File: src/rtl/fdtx_pkg.sv
package fdtx_pkg;

    localparam logic BIT_DOM = 1'b0;
    localparam logic BIT_REC = 1'b1;

    typedef enum logic [1:0] {
        FMT_CLASSIC   = 2'd0,
        FMT_FD_FIXED  = 2'd1,
        FMT_FD_SWITCH = 2'd2
    } tx_fmt_e;

    typedef enum logic {
        ST_IDLE = 1'b0,
        ST_SEND = 1'b1
    } frm_state_e;

    typedef struct packed {
        logic fdf;
        logic brs;
        logic esi;
    } frm_bits_t;

    localparam frm_bits_t FRM_BITS_RESET = '{fdf: 1'b0, brs: 1'b0, esi: BIT_DOM};

endpackage

File: src/rtl/fdtx_cfg_guard.sv
module fdtx_cfg_guard #(
    parameter bit RST_FD_EN      = 1'b0,
    parameter bit RST_RATE_SW_EN = 1'b0
) (
    input  logic clk,
    input  logic rst_n,
    input  logic wr_en,
    input  logic wr_fd_en,
    input  logic wr_rate_sw_en,
    input  logic init_mode,
    input  logic cfg_change_en,
    output logic fd_en_q,
    output logic rate_sw_en_q
);

    logic unlocked;
    logic wr_accept;

    assign unlocked  = init_mode & cfg_change_en;
    assign wr_accept = wr_en & unlocked;

    always_ff @(posedge clk or negedge rst_n) begin
        if (!rst_n) begin
            fd_en_q      <= RST_FD_EN;
            rate_sw_en_q <= RST_RATE_SW_EN;
        end else if (wr_accept) begin
            fd_en_q      <= wr_fd_en;
            rate_sw_en_q <= wr_rate_sw_en;
        end
    end

    // an unlocked write lands one cycle later
    assert_cfg_write_R2: assert property (@(posedge clk) disable iff (!rst_n)
        (wr_en && init_mode && cfg_change_en) |=>
            (fd_en_q == $past(wr_fd_en)) && (rate_sw_en_q == $past(wr_rate_sw_en)));

    // a locked write leaves both bits untouched
    assert_cfg_locked_R3: assert property (@(posedge clk) disable iff (!rst_n)
        (wr_en && !(init_mode && cfg_change_en)) |=>
            ($stable(fd_en_q) && $stable(rate_sw_en_q)));

endmodule

File: src/rtl/fdtx_fmt_resolve.sv
module fdtx_fmt_resolve
    import fdtx_pkg::*;
(
    input  logic      fd_en,
    input  logic      rate_sw_en,
    input  logic      elem_fdf,
    input  logic      elem_brs,
    input  logic      err_passive,
    output tx_fmt_e   fmt,
    output frm_bits_t bits
);

    // format choice: configuration gates the element's requests
    always_comb begin
        unique case ({fd_en, rate_sw_en})
            2'b00, 2'b01: fmt = FMT_CLASSIC;
            2'b10:        fmt = elem_fdf ? FMT_FD_FIXED : FMT_CLASSIC;
            2'b11: begin
                if (!elem_fdf)     fmt = FMT_CLASSIC;
                else if (elem_brs) fmt = FMT_FD_SWITCH;
                else               fmt = FMT_FD_FIXED;
            end
            default:      fmt = FMT_CLASSIC;
        endcase
    end

    // wire bits for each format; ESI only meaningful in FD frames
    always_comb begin
        unique case (fmt)
            FMT_FD_FIXED: begin
                bits.fdf = 1'b1;
                bits.brs = 1'b0;
                bits.esi = err_passive ? BIT_REC : BIT_DOM;
            end
            FMT_FD_SWITCH: begin
                bits.fdf = 1'b1;
                bits.brs = 1'b1;
                bits.esi = err_passive ? BIT_REC : BIT_DOM;
            end
            default: begin
                bits.fdf = 1'b0;
                bits.brs = 1'b0;
                bits.esi = BIT_DOM;
            end
        endcase
    end

endmodule

File: src/rtl/fdtx_frame_fsm.sv
module fdtx_frame_fsm
    import fdtx_pkg::*;
(
    input  logic       clk,
    input  logic       rst_n,
    input  logic       tx_start,
    input  logic       tx_done,
    input  frm_bits_t  cand,
    output frm_state_e state,
    output frm_bits_t  held
);

    frm_state_e state_nx;
    logic       launch;

    // state register
    always_ff @(posedge clk or negedge rst_n) begin
        if (!rst_n) state <= ST_IDLE;
        else        state <= state_nx;
    end

    // transitions: launch and finish
    always_comb begin
        state_nx = state;
        unique case (state)
            ST_IDLE: if (tx_start) state_nx = ST_SEND;
            ST_SEND: if (tx_done)  state_nx = ST_IDLE;
            default:               state_nx = ST_IDLE;
        endcase
    end

    assign launch = (state == ST_IDLE) && tx_start;

    // outputs: capture on launch, hold otherwise
    always_ff @(posedge clk or negedge rst_n) begin
        if (!rst_n)      held <= FRM_BITS_RESET;
        else if (launch) held <= cand;
    end

    // bits frozen while a frame keeps running
    assert_hold_in_frame_R10: assert property (@(posedge clk) disable iff (!rst_n)
        (state == ST_SEND && !tx_done) |=> (state == ST_SEND) && $stable(held));

    // finish returns to idle and keeps the bits
    assert_finish_R11: assert property (@(posedge clk) disable iff (!rst_n)
        (state == ST_SEND && tx_done) |=> (state == ST_IDLE) && $stable(held));

    // idle without a start stays idle and unchanged
    assert_idle_quiet_R12: assert property (@(posedge clk) disable iff (!rst_n)
        (state == ST_IDLE && !tx_start) |=> (state == ST_IDLE) && $stable(held));

    // launch takes the candidate
    assert_launch_R9: assert property (@(posedge clk) disable iff (!rst_n)
        (state == ST_IDLE && tx_start) |=> (state == ST_SEND) && (held == $past(cand)));

endmodule

File: src/rtl/fdtx_fmt_sel.sv
module fdtx_fmt_sel
    import fdtx_pkg::*;
#(
    parameter bit RST_FD_EN      = 1'b0,
    parameter bit RST_RATE_SW_EN = 1'b0
) (
    input  logic clk,
    input  logic rst_n,
    input  logic cfg_wr_en,
    input  logic cfg_wr_fd_en,
    input  logic cfg_wr_rate_sw_en,
    input  logic init_mode,
    input  logic cfg_change_en,
    output logic cfg_fd_en,
    output logic cfg_rate_sw_en,
    input  logic elem_fdf,
    input  logic elem_brs,
    input  logic node_err_passive,
    input  logic tx_start,
    input  logic tx_done,
    output logic frm_busy,
    output logic frm_fdf,
    output logic frm_brs,
    output logic frm_esi
);

    tx_fmt_e    fmt;
    frm_bits_t  cand;
    frm_bits_t  held;
    frm_state_e state;

    fdtx_cfg_guard #(
        .RST_FD_EN      (RST_FD_EN),
        .RST_RATE_SW_EN (RST_RATE_SW_EN)
    ) u_guard (
        .clk           (clk),
        .rst_n         (rst_n),
        .wr_en         (cfg_wr_en),
        .wr_fd_en      (cfg_wr_fd_en),
        .wr_rate_sw_en (cfg_wr_rate_sw_en),
        .init_mode     (init_mode),
        .cfg_change_en (cfg_change_en),
        .fd_en_q       (cfg_fd_en),
        .rate_sw_en_q  (cfg_rate_sw_en)
    );

    fdtx_fmt_resolve u_resolve (
        .fd_en       (cfg_fd_en),
        .rate_sw_en  (cfg_rate_sw_en),
        .elem_fdf    (elem_fdf),
        .elem_brs    (elem_brs),
        .err_passive (node_err_passive),
        .fmt         (fmt),
        .bits        (cand)
    );

    fdtx_frame_fsm u_fsm (
        .clk      (clk),
        .rst_n    (rst_n),
        .tx_start (tx_start),
        .tx_done  (tx_done),
        .cand     (cand),
        .state    (state),
        .held     (held)
    );

    assign frm_busy = (state == ST_SEND);
    assign frm_fdf  = held.fdf;
    assign frm_brs  = held.brs;
    assign frm_esi  = held.esi;

    // FD disabled at launch means a classic frame
    assert_fd_off_classic_R4: assert property (@(posedge clk) disable iff (!rst_n)
        (!frm_busy && tx_start && !cfg_fd_en) |=> (!frm_fdf && !frm_brs));

    // switching only inside an FD frame
    assert_brs_needs_fdf_R6: assert property (@(posedge clk) disable iff (!rst_n)
        frm_brs |-> frm_fdf);

    // element without FD request is always classic
    assert_classic_always_R7: assert property (@(posedge clk) disable iff (!rst_n)
        (!frm_busy && tx_start && !elem_fdf) |=> (!frm_fdf && !frm_brs && !frm_esi));

    // ESI of an FD frame follows error-passive at launch
    assert_esi_at_start_R8: assert property (@(posedge clk) disable iff (!rst_n)
        (!frm_busy && tx_start && cfg_fd_en && elem_fdf) |=>
            (frm_esi == $past(node_err_passive)));

endmodule

File: config.mk
export PLATFORM = sky130hd
export DESIGN_NAME = fdtx_fmt_sel
export DESIGN_NICKNAME = d
export VERILOG_FILES = /design/src/rtl/fdtx_pkg.sv /design/src/rtl/fdtx_cfg_guard.sv /design/src/rtl/fdtx_fmt_resolve.sv /design/src/rtl/fdtx_frame_fsm.sv /design/src/rtl/fdtx_fmt_sel.sv
export SDC_FILE = /design/constraint.sdc
export NUM_CORES = 1
export LEC_CHECK = 0
export ABC_AREA = 1
export CAP_MARGIN = 20
export CORE_AREA = 2 2 39 41
export DETAILED_ROUTE_END_ITERATION = 10
export DIE_AREA = 0 0 41 43
export GPL_TIMING_DRIVEN = 0
export PLACE_DENSITY_LB_ADDON = 0.12
export SETUP_SLACK_MARGIN = 0.1
export SLEW_MARGIN = 15
export SYNTH_ARGS = -nofsm -noshare
export SYNTH_HDL_FRONTEND = slang
export SYNTH_SLANG_ARGS = --single-unit
File: constraint.sdc
create_clock -name clk -period 1.6 [get_ports clk]
set_clock_uncertainty 0.05 [all_clocks]
set_input_delay 0.16 -clock clk [delete_from_list [all_inputs] [get_ports clk]]
set_output_delay 0.16 -clock clk [all_outputs]
set_load 0.1 [all_outputs]
## Yosys cells after proc, flatten, opt, wreduce, memory -nomap -nowiden

Cells that the tools add are included.

- Bits in registers: 6
- Bits of input ports: 12
- Output and inout port bits: 6
- Logic and storage cells: 26

- Equality and inequality tests: 5
- Muxes and demuxes: 9
- Bitwise gates (word level): 3
- Reduce and logical (&&, ||, !) cells: 3

Operator list:

| cell | count |
|---|---|
| $eq 2x2->1 const B | 3 |
| $pmux 2 s3 | 1 |
| $pmux 3 s2 | 1 |
| $eq 2x1->1 const B | 2 |
| $mux 1 | 4 |
| $mux 2 | 2 |
| $and 1x1->1 | 2 |
| $logic_not 2->1 | 1 |
| $pmux 1 s2 | 1 |
| $reduce_or 2->1 | 1 |
| $logic_and 1x1->1 | 1 |
| $not 1->1 | 1 |

## Longest topological paths before layout

- Depth after elaboration: 5
- Mapped depth: 8
- Depth with buffers taken out: 8

## Hierarchy

From an unflattened synthesis, not the netlist that was laid out.

- Cells, all modules: 40
- Area total of the unflattened synthesis: 325.3 um^2

Modules (own cells, without submodules):

| module | times used | cells each | area an instance (um^2) |
|---|---|---|---|
| fdtx_frame_fsm | 1 | 16 | 152.6 |
| fdtx_fmt_resolve | 1 | 15 | 90.1 |
| fdtx_cfg_guard | 1 | 9 | 82.6 |

## Least setup slack after synthesis

OpenSTA, ideal clock, no wires.

- Kind: register -> register
- Start: register u_guard.fd_en_q
- End: register u_fsm.held[0] (netlist name)
- Setup time: 0.120 ns
- Arrival time: 1.746 ns
- Required time: 1.430 ns
- Path slack: -0.316 ns
- Stages on the path, launching flop included: 8
- Period minus slack after synthesis: 1.916 ns
- Path through: dfrtp_1 nand2_1 nor2_2 inv_1 ha_1 inv_1 nand3_1 nand2_1

- Word-level cells in the longest chain between the ends: 5
- Elaborated cells between the ends (all ways): 9
- Classes of those cells: eq/ne (5); mux (2); reduce/logical (2)

RTL lines:

| what | line | text |
|---|---|---|
| start, declared | fdtx_cfg_guard.sv:12 | `output logic fd_en_q,` |
| start signal, assigned | fdtx_cfg_guard.sv:27 | `fd_en_q <= wr_fd_en;` |
| $eq 2x1->1 / $logic_not 2->1 (equally long branches) | fdtx_fmt_resolve.sv:15 | `unique case ({fd_en, rate_sw_en})` |
| $reduce_or 2->1 | fdtx_fmt_resolve.sv:15 |  |
| $pmux 2 s3 * | fdtx_fmt_resolve.sv:15 |  |
| $eq 2x2->1 / $eq 2x1->1 (equally long branches) | fdtx_fmt_resolve.sv:29 | `unique case (fmt)` |
| $pmux 3 s2 * | fdtx_fmt_resolve.sv:29 |  |

Mark *: on every way between the ends. The rest lies on a longest branch, timed or not.
A chain may end at the register's enable or synchronous reset.

## Worst setup path after layout

- Start: register u_guard.rate_sw_en_q
- End: output cfg_rate_sw_en

RTL lines:

| what | line | text |
|---|---|---|
| start, declared | fdtx_cfg_guard.sv:13 | `output logic rate_sw_en_q` |
| start signal, assigned | fdtx_cfg_guard.sv:28 | `rate_sw_en_q <= wr_rate_sw_en;` |
| end, declared | fdtx_fmt_sel.sv:15 | `output logic cfg_rate_sw_en,` |

No word-level cell between the ends.

==> impl_metrics.ini <==
[run_status]
outcome = finished clean

[setup_path]
crit_family = buffers and inverters
reg2reg_depth = 7
path_cells = clkdlybuf4s15_2
critPathLaunchType = register
crit_slowest_cell = clkdlybuf4s15_2
critPathKind = reg -> out
critPathBufInv = 1
r2r-start = u_guard.rate_sw_en_q
reg2reg_to = u_fsm.held[0]
cp_num_cells = 1
crit_start = u_guard.rate_sw_en_q
end_kind = primary output
path_max_fanout = 4
cp.required_ns = 1.39
slowest_delay_ns = 0.56
timing.critical_path.to = cfg_rate_sw_en
arrival_ns = 1.23
regToRegSetupSlack_ns = 0.28

[sta]
fmax_ghz = 0.6922
post-route-min-period_ns = 1.445
drv_slew = 0
hold_viol_final = 0
relSlewSlack_pct = 63.86
setup_viol = 0
tightest_slew_ns = 0.5446
grt_setup_unrepaired = false
post-route-period-util_pct = 90.29

[global_route]
overflow = 0
grt_first_pass_wirelength_mm = 1.076
grt_pass1_vias = 279
grt_antenna_before_repair = 0
grt_max_degree = 7
grt.total_usage_pct = 9.505

[die]
initial_core_util_pct = 22.78
rows = 14
fp.dieW_um = 41
top_level_ports = 18
die_h_um = 43
core_area_mm2 = 0.001384
dieArea_mm2 = 0.001763

[logic_synthesis]
postSynthAreaPerCell_um2 = 8.085
syn_nets = 54
yosysWarnings = 0
synth_cell_types = 10
synthesis.instances = 39
synth_area_um2 = 315.3
ys_seq_area_share_pct = 47.62
synth-seq-cells = 6

[route]
drtIter0Drc = 1
vias = 291
avgViaCountPerCell = 3.829
wl_um = 637
dr.pass1.iters = 2
ant_nets = 0
wl_per_cell_um = 8.382
drc = 0

[power_and_ir_drop]
powerDensity_mw_per_mm2 = 1066
seqPwrFrac_pct = 32.8
finalPower_uw = 585.3
netSwitchingFraction_pct = 42.78
intPower_uw = 334.9
power.switching_uw = 250.4
p_comb_share_pct = 41.4
ir_worst_vdd_mv = 0.5392
clockPowerShare_pct = 25.8
p_leak_nw = 0.2595

[run]
drv_cap = 0

[clock_tree]
insertion_delay_ns = 0.25
cts.sinks = 6
clockRootBuffer = clkbuf_4
clkTransAtPathRegs_ns = 0.05
cts_buffer_depth = 2
hold_buffers = 0
htreeDepth = 1
numCtsBuffers = 3
tritoncts = built

[placed_design]
routabilityCongestion = 0.6439
post-place-cells = 72
dp.final_hpwl_um = 532.8
port_buffers = 17

[final_layout]
fill_cells = 145
final_cells = 76
area_growth_pct = 74.21
drive_gt1_share_pct = 23.33
num_antenna_cells = 0
final_nets = 76

[worst_hold_path]
hp-class = in -> async
-- power groups by stage --
stage	registers (mW)	logic, mW	clock network [mW]
floorplan	0.330	0.0361	0
global placement	0.195	0.250	0
detailed placement	0.195	0.249	0
CTS	0.193	0.244	0.162
global route	0.195	0.255	0.171
finish	0.192	0.242	0.151
-- cells by family (layout without fill, tap and decap cells) --
| logic type | Yosys count | count (layout) | synth area share (%) |
|---|---|---|---|
| AND/OR/NAND/NOR | 18 | 18 | 23.02 |
| buffers and inverters | 7 | 28 | 8.335 |
| flip-flops | 6 | 6 | 47.62 |
| AO/OA/AOI/OAI | 5 | 5 | 9.125 |
| adder cells (fa/ha/maj) | 3 | 3 | 11.91 |
-- worst min path at each step --
| stage | depth (start not counted) | end |
|---|---|---|
| detailed placement | 1 | u_fsm.state |
| global placement | 1 | u_fsm.state |
| finish | 1 | u_fsm.held[2] |
| global route | 1 | u_fsm.held[2] |
| floorplan | 0 | u_fsm.held[0] |
| CTS | 1 | u_fsm.held[2] |
-- layout by cell type (no fill, tap or decap) --
cell type / Yosys / routed
a21oi_2: 1 / 1
clkbuf_1: 0 / 1
clkbuf_4: 0 / 3
clkdlybuf4s15_2: 0 / 6
clkdlybuf4s50_1: 0 / 11
dfrtp_1: 6 / 4
dfrtp_4: 0 / 2
ha_1: 3 / 3
inv_1: 7 / 7
nand2_1: 14 / 13
nand2_2: 0 / 1
nand3_1: 2 / 2
nor2_1: 1 / 1
nor2_2: 1 / 1
o21ai_0: 3 / 3
o21ai_1: 1 / 1
-- sequential cells by signal, summed over array words and instances (netlist names) --
signal	count
u_fsm.state	1
u_guard.rate_sw_en_q	1
u_guard.fd_en_q	1
u_fsm.held	3
-- synth_stat cells --
library cell | instances | area share [%]
a21oi_2 | 1 | 2.8
dfrtp_1 | 6 | 48
ha_1 | 3 | 12
inv_1 | 7 | 8.3
nand2_1 | 14 | 17
nand3_1 | 2 | 3.2
nor2_1 | 1 | 1.2
nor2_2 | 1 | 2.0
o21ai_0 | 3 | 4.8
o21ai_1 | 1 | 1.6
-- final cells by class --
class | instances | area (um2) | area share [%]
multi-input cells | 26 | 141.4 | 25.74
repair buffers | 17 | 177.7 | 32.35
flip-flops and latches | 6 | 157.7 | 28.70
well taps | 16 | 20.02 | 3.645
inverters | 7 | 26.28 | 4.784
clock buffers | 4 | 26.28 | 4.784
-- metal layers --
layer	routed length [um]	GRT usage, %	vias to the layer above
met4	0	8.000	0
met3	25	3.141	0
met1	283	11.51	124
met5	0	0	-
li1	-	-	160
met2	328	12.81	7
-- through the flow --
step	hold WS [ns]	setup WS, ns	TNS (ns)	cell area (um2)	utilization, %
3_3_place_gp	0.3726	-0.1603	-0.6321	515.5	37.25
5_1_grt	0.1006	0.1174	0	549.3	39.69
6_report	0.1011	0.1554	0	549.3	39.69
3_5_place_dp	0.3698	-0.1588	-0.6240	515.5	37.25
4_1_cts	0.09560	0.1366	0	549.3	39.69
2_1_floorplan	-0.1856	0.1062	0	325.3	-
-- timing repair --
action | 4_1_cts | 5_1_grt
gates resized for setup | 18 | 0
buffers inserted | 0 | 0
setup endpoints to repair | 6 | 0
No activity file was read; power rests on OpenSTA's default activity.
